[src/rtl/mdio_pkg.sv]
package mdio_pkg;

    localparam int FRAME_BITS = 32;   // header + turnaround + data word
    localparam int PRE_LEN    = 32;   // preamble pulses
    localparam int HDR_LEN    = 14;   // start + opcode + two addresses
    localparam int WTAIL_LEN  = 18;   // turnaround + data word
    localparam int DATA_W     = 16;
    localparam int ADDR_W     = 5;

    localparam logic [1:0] SOF_CODE = 2'b01;
    localparam logic [1:0] OPC_RD   = 2'b10;
    localparam logic [1:0] OPC_WR   = 2'b01;
    localparam logic [1:0] TURN_WR  = 2'b10;

    typedef enum logic [3:0] {
        S_IDLE,   // bus parked
        S_PRE,    // preamble ones
        S_HDR,    // start, opcode, addresses
        S_WOUT,   // write turnaround and data
        S_REL,    // release pin, clock held low
        S_TA,     // turnaround pulse, check acknowledge
        S_GAP,    // idle pulse before data
        S_RIN,    // shift in read data
        S_RET     // take pin back, clock held low
    } seq_state_t;

    typedef struct packed {
        logic       mdc;
        logic       dout;
        logic       oe;
    } pin_t;

    function automatic logic [FRAME_BITS-1:0] build_frame(
        input logic              rd,
        input logic [ADDR_W-1:0] phy,
        input logic [ADDR_W-1:0] regn,
        input logic [DATA_W-1:0] wdat
    );
        return {SOF_CODE, (rd ? OPC_RD : OPC_WR), phy, regn, TURN_WR, wdat};
    endfunction

endpackage

[src/rtl/mdio_tick.sv]
module mdio_tick #(
    parameter int HALF_CYC = 20
) (
    input  logic clk,
    input  logic rst,
    input  logic restart,
    output logic tick
);
    localparam int CW = (HALF_CYC > 1) ? $clog2(HALF_CYC) : 1;
    localparam logic [CW-1:0] RELOAD = CW'(HALF_CYC - 1);

    logic [CW-1:0] cnt;

    always_ff @(posedge clk) begin
        if (rst || restart)   cnt <= RELOAD;
        else if (cnt == '0)   cnt <= RELOAD;
        else                  cnt <= cnt - 1'b1;
    end

    assign tick = (cnt == '0);
endmodule

[src/rtl/mdio_seq.sv]
module mdio_seq
    import mdio_pkg::*;
(
    input  logic              clk,
    input  logic              rst,
    input  logic              start,
    input  logic              rd_nwr,
    input  logic [ADDR_W-1:0] phy_addr,
    input  logic [ADDR_W-1:0] reg_addr,
    input  logic [DATA_W-1:0] wr_data,
    input  logic              mdio_i,
    input  logic              tick,
    output logic              restart,
    output logic              busy,
    output logic              done,
    output logic              err,
    output logic [DATA_W-1:0] rd_data,
    output pin_t              pins
);
    seq_state_t            st;
    logic [1:0]            ph;
    logic [4:0]            bitn;
    logic [FRAME_BITS-1:0] sh;
    logic [DATA_W-1:0]     rsh;
    logic                  is_rd;
    logic                  nack;

    assign restart = (st == S_IDLE) && start;

    always_ff @(posedge clk) begin
        if (rst) begin
            st      <= S_IDLE;
            ph      <= '0;
            bitn    <= '0;
            sh      <= '0;
            rsh     <= '0;
            is_rd   <= 1'b0;
            nack    <= 1'b0;
            busy    <= 1'b0;
            done    <= 1'b0;
            err     <= 1'b0;
            rd_data <= '0;
            pins    <= '{mdc: 1'b0, dout: 1'b1, oe: 1'b1};
        end else begin
            done <= 1'b0;
            if (st == S_IDLE) begin
                if (start) begin
                    st    <= S_PRE;
                    ph    <= '0;
                    bitn  <= '0;
                    sh    <= build_frame(rd_nwr, phy_addr, reg_addr, wr_data);
                    is_rd <= rd_nwr;
                    busy  <= 1'b1;
                    pins  <= '{mdc: 1'b0, dout: 1'b1, oe: 1'b1};
                end
            end else if (tick) begin
                unique case (st)
                    S_PRE, S_HDR, S_WOUT: begin
                        if (ph == 2'd0) begin
                            pins.mdc <= 1'b1;
                            ph       <= 2'd1;
                        end else if (ph == 2'd1) begin
                            pins.mdc <= 1'b0;
                            ph       <= 2'd2;
                        end else begin
                            ph <= 2'd0;
                            if (st == S_PRE && bitn != 5'(PRE_LEN - 1)) begin
                                bitn <= bitn + 1'b1;
                            end else if (st == S_HDR && bitn == 5'(HDR_LEN - 1) && is_rd) begin
                                st        <= S_REL;
                                pins.oe   <= 1'b0;
                                pins.dout <= 1'b1;
                            end else if (st == S_WOUT && bitn == 5'(WTAIL_LEN - 1)) begin
                                st        <= S_IDLE;
                                busy      <= 1'b0;
                                done      <= 1'b1;
                                err       <= 1'b0;
                                pins.dout <= 1'b1;
                            end else begin
                                if (st == S_PRE || (st == S_HDR && bitn == 5'(HDR_LEN - 1))) begin
                                    st   <= (st == S_PRE) ? S_HDR : S_WOUT;
                                    bitn <= '0;
                                end else begin
                                    bitn <= bitn + 1'b1;
                                end
                                pins.dout <= sh[FRAME_BITS-1];
                                sh        <= {sh[FRAME_BITS-2:0], 1'b0};
                            end
                        end
                    end
                    S_REL: begin
                        st       <= S_TA;
                        ph       <= 2'd0;
                        pins.mdc <= 1'b1;
                    end
                    S_TA, S_GAP, S_RIN: begin
                        if (ph == 2'd0) begin
                            pins.mdc <= 1'b0;
                            ph       <= 2'd1;
                        end else if (st == S_RIN && bitn == 5'(DATA_W - 1)) begin
                            st      <= S_RET;
                            pins.oe <= 1'b1;
                        end else begin
                            ph       <= 2'd0;
                            pins.mdc <= 1'b1;
                            if (st == S_TA) begin
                                nack <= mdio_i;
                                st   <= S_GAP;
                            end else begin
                                rsh <= {rsh[DATA_W-2:0], mdio_i};
                                if (st == S_GAP) begin
                                    st   <= S_RIN;
                                    bitn <= '0;
                                end else begin
                                    bitn <= bitn + 1'b1;
                                end
                            end
                        end
                    end
                    S_RET: begin
                        st      <= S_IDLE;
                        busy    <= 1'b0;
                        done    <= 1'b1;
                        err     <= nack;
                        rd_data <= nack ? '0 : rsh;
                    end
                    default: st <= S_IDLE;
                endcase
            end
        end
    end
endmodule

[src/rtl/mdio_master.sv]
module mdio_master
    import mdio_pkg::*;
#(
    parameter int HALF_CYC = 20
) (
    input  logic        clk,
    input  logic        rst,
    input  logic        start,
    input  logic        rd_nwr,
    input  logic [4:0]  phy_addr,
    input  logic [4:0]  reg_addr,
    input  logic [15:0] wr_data,
    output logic [15:0] rd_data,
    output logic        done,
    output logic        err,
    output logic        busy,
    output logic        mdc,
    output logic        mdio_o,
    output logic        mdio_oe,
    input  logic        mdio_i
);
    logic tick;
    logic restart;
    pin_t pins;

    mdio_tick #(.HALF_CYC(HALF_CYC)) u_tick (
        .clk     (clk),
        .rst     (rst),
        .restart (restart),
        .tick    (tick)
    );

    mdio_seq u_seq (
        .clk      (clk),
        .rst      (rst),
        .start    (start),
        .rd_nwr   (rd_nwr),
        .phy_addr (phy_addr),
        .reg_addr (reg_addr),
        .wr_data  (wr_data),
        .mdio_i   (mdio_i),
        .tick     (tick),
        .restart  (restart),
        .busy     (busy),
        .done     (done),
        .err      (err),
        .rd_data  (rd_data),
        .pins     (pins)
    );

    assign mdc     = pins.mdc;
    assign mdio_o  = pins.dout;
    assign mdio_oe = pins.oe;
endmodule

[config.mk]
export PLATFORM = sky130hd
export DESIGN_NAME = mdio_master
export DESIGN_NICKNAME = d
export VERILOG_FILES = /design/src/rtl/mdio_pkg.sv /design/src/rtl/mdio_tick.sv /design/src/rtl/mdio_seq.sv /design/src/rtl/mdio_master.sv
export SDC_FILE = /design/constraint.sdc
export NUM_CORES = 1
export LEC_CHECK = 0
export BUFFER_PORTS_ARGS = -buffer_cell sky130_fd_sc_hd__buf_4
export CAP_MARGIN = 30
export CORE_ASPECT_RATIO = 0.75
export CORE_MARGIN = 2
export CORE_UTILIZATION = 55
export CTS_CLUSTER_DIAMETER = 100
export DETAILED_ROUTE_END_ITERATION = 8
export GPL_TIMING_DRIVEN = 0
export PLACE_DENSITY = 0.86
export REMOVE_ABC_BUFFERS = 1
export SYNTH_ARGS = -nofsm -noshare
export SYNTH_HDL_FRONTEND = slang
export SYNTH_SLANG_ARGS = --single-unit
[constraint.sdc]
create_clock -name clk -period 3.93 [get_ports clk]
set_input_delay 0.393 -clock clk [delete_from_list [all_inputs] [get_ports clk]]
set_output_delay 0.393 -clock clk [all_outputs]
set_load 0.01 [all_outputs]
### Word-level counts from Yosys, hierarchy flattened

Index checks and enable logic that the tools add are counted.

| word-level totals | value |
|---|---|
| output and inout port bits | 22 |
| register bits | 88 |
| word-level logic and storage cells | 178 |

| cells by class | value |
|---|---|
| reduce and logical (&&, ||, !) cells | 34 |
| bitwise operators | 5 |
| mux-type cells | 82 |
| add/sub/neg operators | 2 |
| eq/ne operators | 40 |

Operator list:

| kind | count |
|---|---|
| $mux 32 | 9 |
| $mux 5 | 13 |
| $mux 4 | 13 |
| $reduce_and 8->1 | 4 |
| $mux 1 | 24 |
| $mux 2 | 11 |
| $ne 3x2->1 const B | 7 |
| $reduce_and 6->1 | 3 |
| $eq 4x3->1 const B | 4 |
| $mux 16 | 1 |
| $ne 2x1->1 const B | 6 |
| $ne 4x2->1 const B | 3 |
| $pmux 4 s3 | 1 |
| $eq 5x4->1 const B | 2 |
| $ne 2x2->1 const B | 5 |
| $ne 5x1->1 const B | 2 |
| $pmux 5 s2 | 1 |
| $reduce_and 10->1 | 1 |
| $mux 3 | 3 |
| $ne 3x1->1 const B | 3 |
| $reduce_and 9->1 | 1 |
| $reduce_or 3->1 | 3 |
| $eq 4x2->1 const B | 2 |
| $pmux 1 s2 | 4 |
| other kinds (24) | 37 |

### Depth between registers and ports, before layout

| logic depth | value |
|---|---|
| depth in word-level cells | 12 |
| mapped depth | 10 |
| gate-level depth less buffers | 8 |

### Cells and area by module

Synthesis repeated with hierarchy kept, for this count alone.

| unflattened totals | value |
|---|---|
| cells, all modules | 473 |
| area total of the unflattened synthesis | 3995.1 µm² |

Modules (own cells, without submodules):

| module | area an instance (µm²) | cells an instance | times used |
|---|---|---|---|
| mdio_seq | 3782.4 | 452 | 1 |
| mdio_tick | 212.7 | 21 | 1 |

### Least setup slack after synthesis

OpenSTA, ideal clock, no wires.

| path | value |
|---|---|
| path kind | register to register |
| start point | register u_seq.bitn[0] |
| end point | register u_seq.bitn[1] |
| setup slack | 1.600 ns |
| library setup time | 0.070 ns |
| buffers on the path | 0 |
| arrival | 2.260 ns |
| period minus slack after synthesis | 2.330 ns |
| stages on the path, launching flop included | 9 |
| data required time | 3.860 ns |
| cell sequence | dfxtp_1 > ha_1 > and3_1 > ha_1 > a21boi_0 > o22ai_1 > a311o_2 > or4_1 > a21oi_1 |

| on the way | value |
|---|---|
| word-level cells in the longest chain between the ends | 12 |
| elaborated cells between the ends (all ways) | 28 |

Ends and longest elaborated chain:

| element | line | text |
|---|---|---|
| start, declared | mdio_seq.sv:22 | `logic [4:0] bitn;` |
| start signal, assigned | mdio_seq.sv:68 | `bitn <= bitn + 1'b1;` |
| start signal, assigned | mdio_seq.sv:84 | `bitn <= bitn + 1'b1;` |
| start signal, assigned | mdio_seq.sv:115 | `bitn <= bitn + 1'b1;` |
| branches (longest 12 deep; another with $add 5x1->5) | -- |  |

Parallel ways; which one is timed is not known. The select of a mux whose other input is x is not followed.
A chain may end at the register's enable or synchronous reset.

### Worst setup path in the final report

| path | value |
|---|---|
| start point | register u_seq.st[3] |
| end point | register u_seq.sh[29] |

| on the way | value |
|---|---|
| word-level cells in the longest chain between the ends | 5 |
| elaborated cells between the ends (all ways) | 19 |

Ends and longest elaborated chain:

| element | line | text |
|---|---|---|
| start, declared | mdio_seq.sv:20 | `seq_state_t st;` |
| start signal, assigned | mdio_seq.sv:81 | `st <= (st == S_PRE) ? S_HDR : S_WOUT;` |
| $eq 4x2->1 | mdio_seq.sv:57, mdio_seq.sv:69 |  |
| $logic_and 1x1->1 (2 in series) | mdio_seq.sv:69 | `end else if (st == S_HDR && bitn == 5'(HDR_LEN - 1) && is_rd) begin` |
| $ne 2x1->1 (no line) | -- |  |
| $reduce_and 8->1 (no line) | -- |  |
| end signal, assigned | mdio_seq.sv:51 | `sh <= build_frame(rd_nwr, phy_addr, reg_addr, wr_data);` |
| end signal, assigned | mdio_seq.sv:87 | `sh <= {sh[FRAME_BITS-2:0], 1'b0};` |
| end, declared | mdio_seq.sv:23 | `logic [FRAME_BITS-1:0] sh;` |

Parallel ways exist; a longest one is shown, timed or not.

==> run metrics <==
final worst-path cycle share 0.805; pin count of the biggest net entering global routing 83; number of synthesized flops with an enable pin 0; terminus of the critical flop-to-flop path u_seq.sh[29]; RR Startpoint u_seq.st[3]; Final #Nets 566; fin crit period 3.16 ns; setup TNS 0 ns; CTS root buffer clkbuf_8; pre-CTS WS 0.853 ns; DRC 0; critical path capture point type register; worst min-delay path class in -> reg; Total GRT Usage 0.248; yosys warns 0; R2R cell count 6; Achievable Freq 0.316 GHz; Initial Util 0.561; Pre-antenna DRT Iters 8; register area 1760 um^2; RSZ-0062 raised after global routing false; Detail Route Antenna Nets 0; post-route design area 4730 um^2; startpoint type of the worst setup path register; fillers 632; Arr. time, crit path 3.36 ns; # hold bufs at CTS 0; PortBufs 52; core area 7230 um^2; final setup violation count 0; # rows 27; DR vias 3780; Yosys cell types 53; gpl congestion 0.900; Leakage 1.82 nW; H-tree depth 3; critical path required time 4.13 ns; hold path endpoint u_seq.nack; Slew HR 0.324; Cells after Synth 502; Crit Path Max Fanout 28; CTS tree built; GRT overflow 0; Worst Tran Pin Value 1.01 ns; Multi-input gate area 2110 um^2; Area growth syn-to-layout 16.5%; WL/cell 15.3 um; full die area 8090 um^2; Detailed Route Iter0 Violations 309; Inserted Clock Buffers 9; cell area after synthesis 4060 um^2; Clock Path Buffers 2; Design Power 2.62 mW; hold path startpoint mdio_i; Resized cells post-CTS 0; Core Util, Final 0.654; non-filler cells, final 635; hold path depth 3; Post-synth ARST share 0; Fin. Hold Viols 0; Post-Route WL 9740 um; Die Height 78.4 um; Setup Crit Path Kind reg -> reg; #FFs+latches synth 88; DR vias/cell 5.95; Reg clk slew, reported paths 0.09 ns; Cells after DPL 619; skew final 0.00844 ns; CTS sink count 88; final worst slack 0.766 ns; status finished, final reports clean; Setup Buffers After CTS 0; initial antenna violation count 0; max cap viols 0; HPWL Detailed 6450 um; vias in the first global route 3447; Avg Inst Size Synth 8.08 um^2; commonest non-fill, non-tap cells in the layout nand2_1 (101), dfxtp_1 (88), a21oi_1 (69); Slew Viols, Final 0; layout cells sized above 1 0.159; die width 103 um; Hold Slack 0.289 ns; n_diodes 0; ys flop type dfxtp_1; first-pass GRT wire length 16100 um; IO Pins 53; Worst-Skew Late Latency 0.36 ns; Reg2Reg Setup Slack 0.77 ns; Seq/Total Area, Yosys 0.434; P per Cell Area 554 nW/um^2; VDD IR max 0.000323 V; Placement Cell Area 4540 um^2; commonest non-fill, non-tap cell in the layout nand2_1
-- cell families after synthesis --
group / after synthesis / synth area share
simple gates: 204 / 0.242
compound gates: 143 / 0.231
flops: 88 / 0.434
buf+inv: 51 / 0.0500
xor+xnor: 4 / 0.00864
fa+ha+maj: 6 / 0.0185
mux: 6 / 0.0160
-- state kept, by name (all words and copies together) (netlist names) --
register,count
u_tick.cnt,5
u_seq.st,4
u_seq.ph,2
u_seq.done,1
u_seq.sh,32
u_seq.err,1
u_seq.pins,3
u_seq.bitn,5
u_seq.rd_data,16
u_seq.is_rd,1
u_seq.busy,1
u_seq.rsh,16
u_seq.nack,1
-- worst max-delay path by stage --
stage	from	end
after CTS	u_seq.st[3]	u_seq.sh[29]
after detailed placement	u_seq.st[3]	u_seq.sh[22]
after floorplan	u_seq.st[3]	u_seq.sh[28]
final	u_seq.st[3]	u_seq.sh[29]
after global placement	u_seq.st[3]	u_seq.sh[28]
after global routing	u_seq.st[3]	u_seq.sh[15]
-- per-layer routing --
layer  GRT usage  wire (um)  up-vias
met5           0          0        -
met4      0.0974        122        0
met3      0.0463        721       15
met2       0.399       4610      160
met1       0.328       4280     1768
li1            -          -     1837
-- report_power, final --
group | internal (mW) | leakage (nW) | switching [mW]
logic | 0.373 | 1.01 | 0.516
registers | 1.03 | 0.717 | 0.112
clock network | 0.268 | 0.0959 | 0.324
total | 1.67 | 1.82 | 0.951
-- Yosys cell counts, types with 4 or more instances --
cell,n,share of area
a311oi_1,26,0.056
buf_2,9,0.011
nor3_1,5,0.0062
a21o_1,4,0.0074
nand2_1,101,0.093
and3_1,7,0.011
o21ai_0,11,0.014
clkbuf_1,32,0.030
a211oi_1,4,0.0074
ha_1,6,0.019
nor2_1,37,0.034
inv_1,9,0.0083
mux2i_1,4,0.0099
dfxtp_1,88,0.43
or4_1,4,0.0074
nor2b_1,5,0.0077
nor3b_1,17,0.031
a21oi_1,70,0.086
nand3_1,7,0.0086
-- layout make-up --
cell class,count,area share
multi-input combinational,363,0.446
inverter,9,0.00715
clock inverter,5,0.00821
timing repair buffer,58,0.107
clock buffer,11,0.0320
tap,101,0.0267
sequential,88,0.373
-- critical path, stage by stage, from the launching register on --
cell,delay [ns]
dfxtp_1,0.62
nor4_4,0.96
nand2_1,0.38
a21o_1,0.31
nor2_2,0.39
buf_16,0.22
a311oi_1,0.11
No activity file was read; power rests on OpenSTA's default activity.
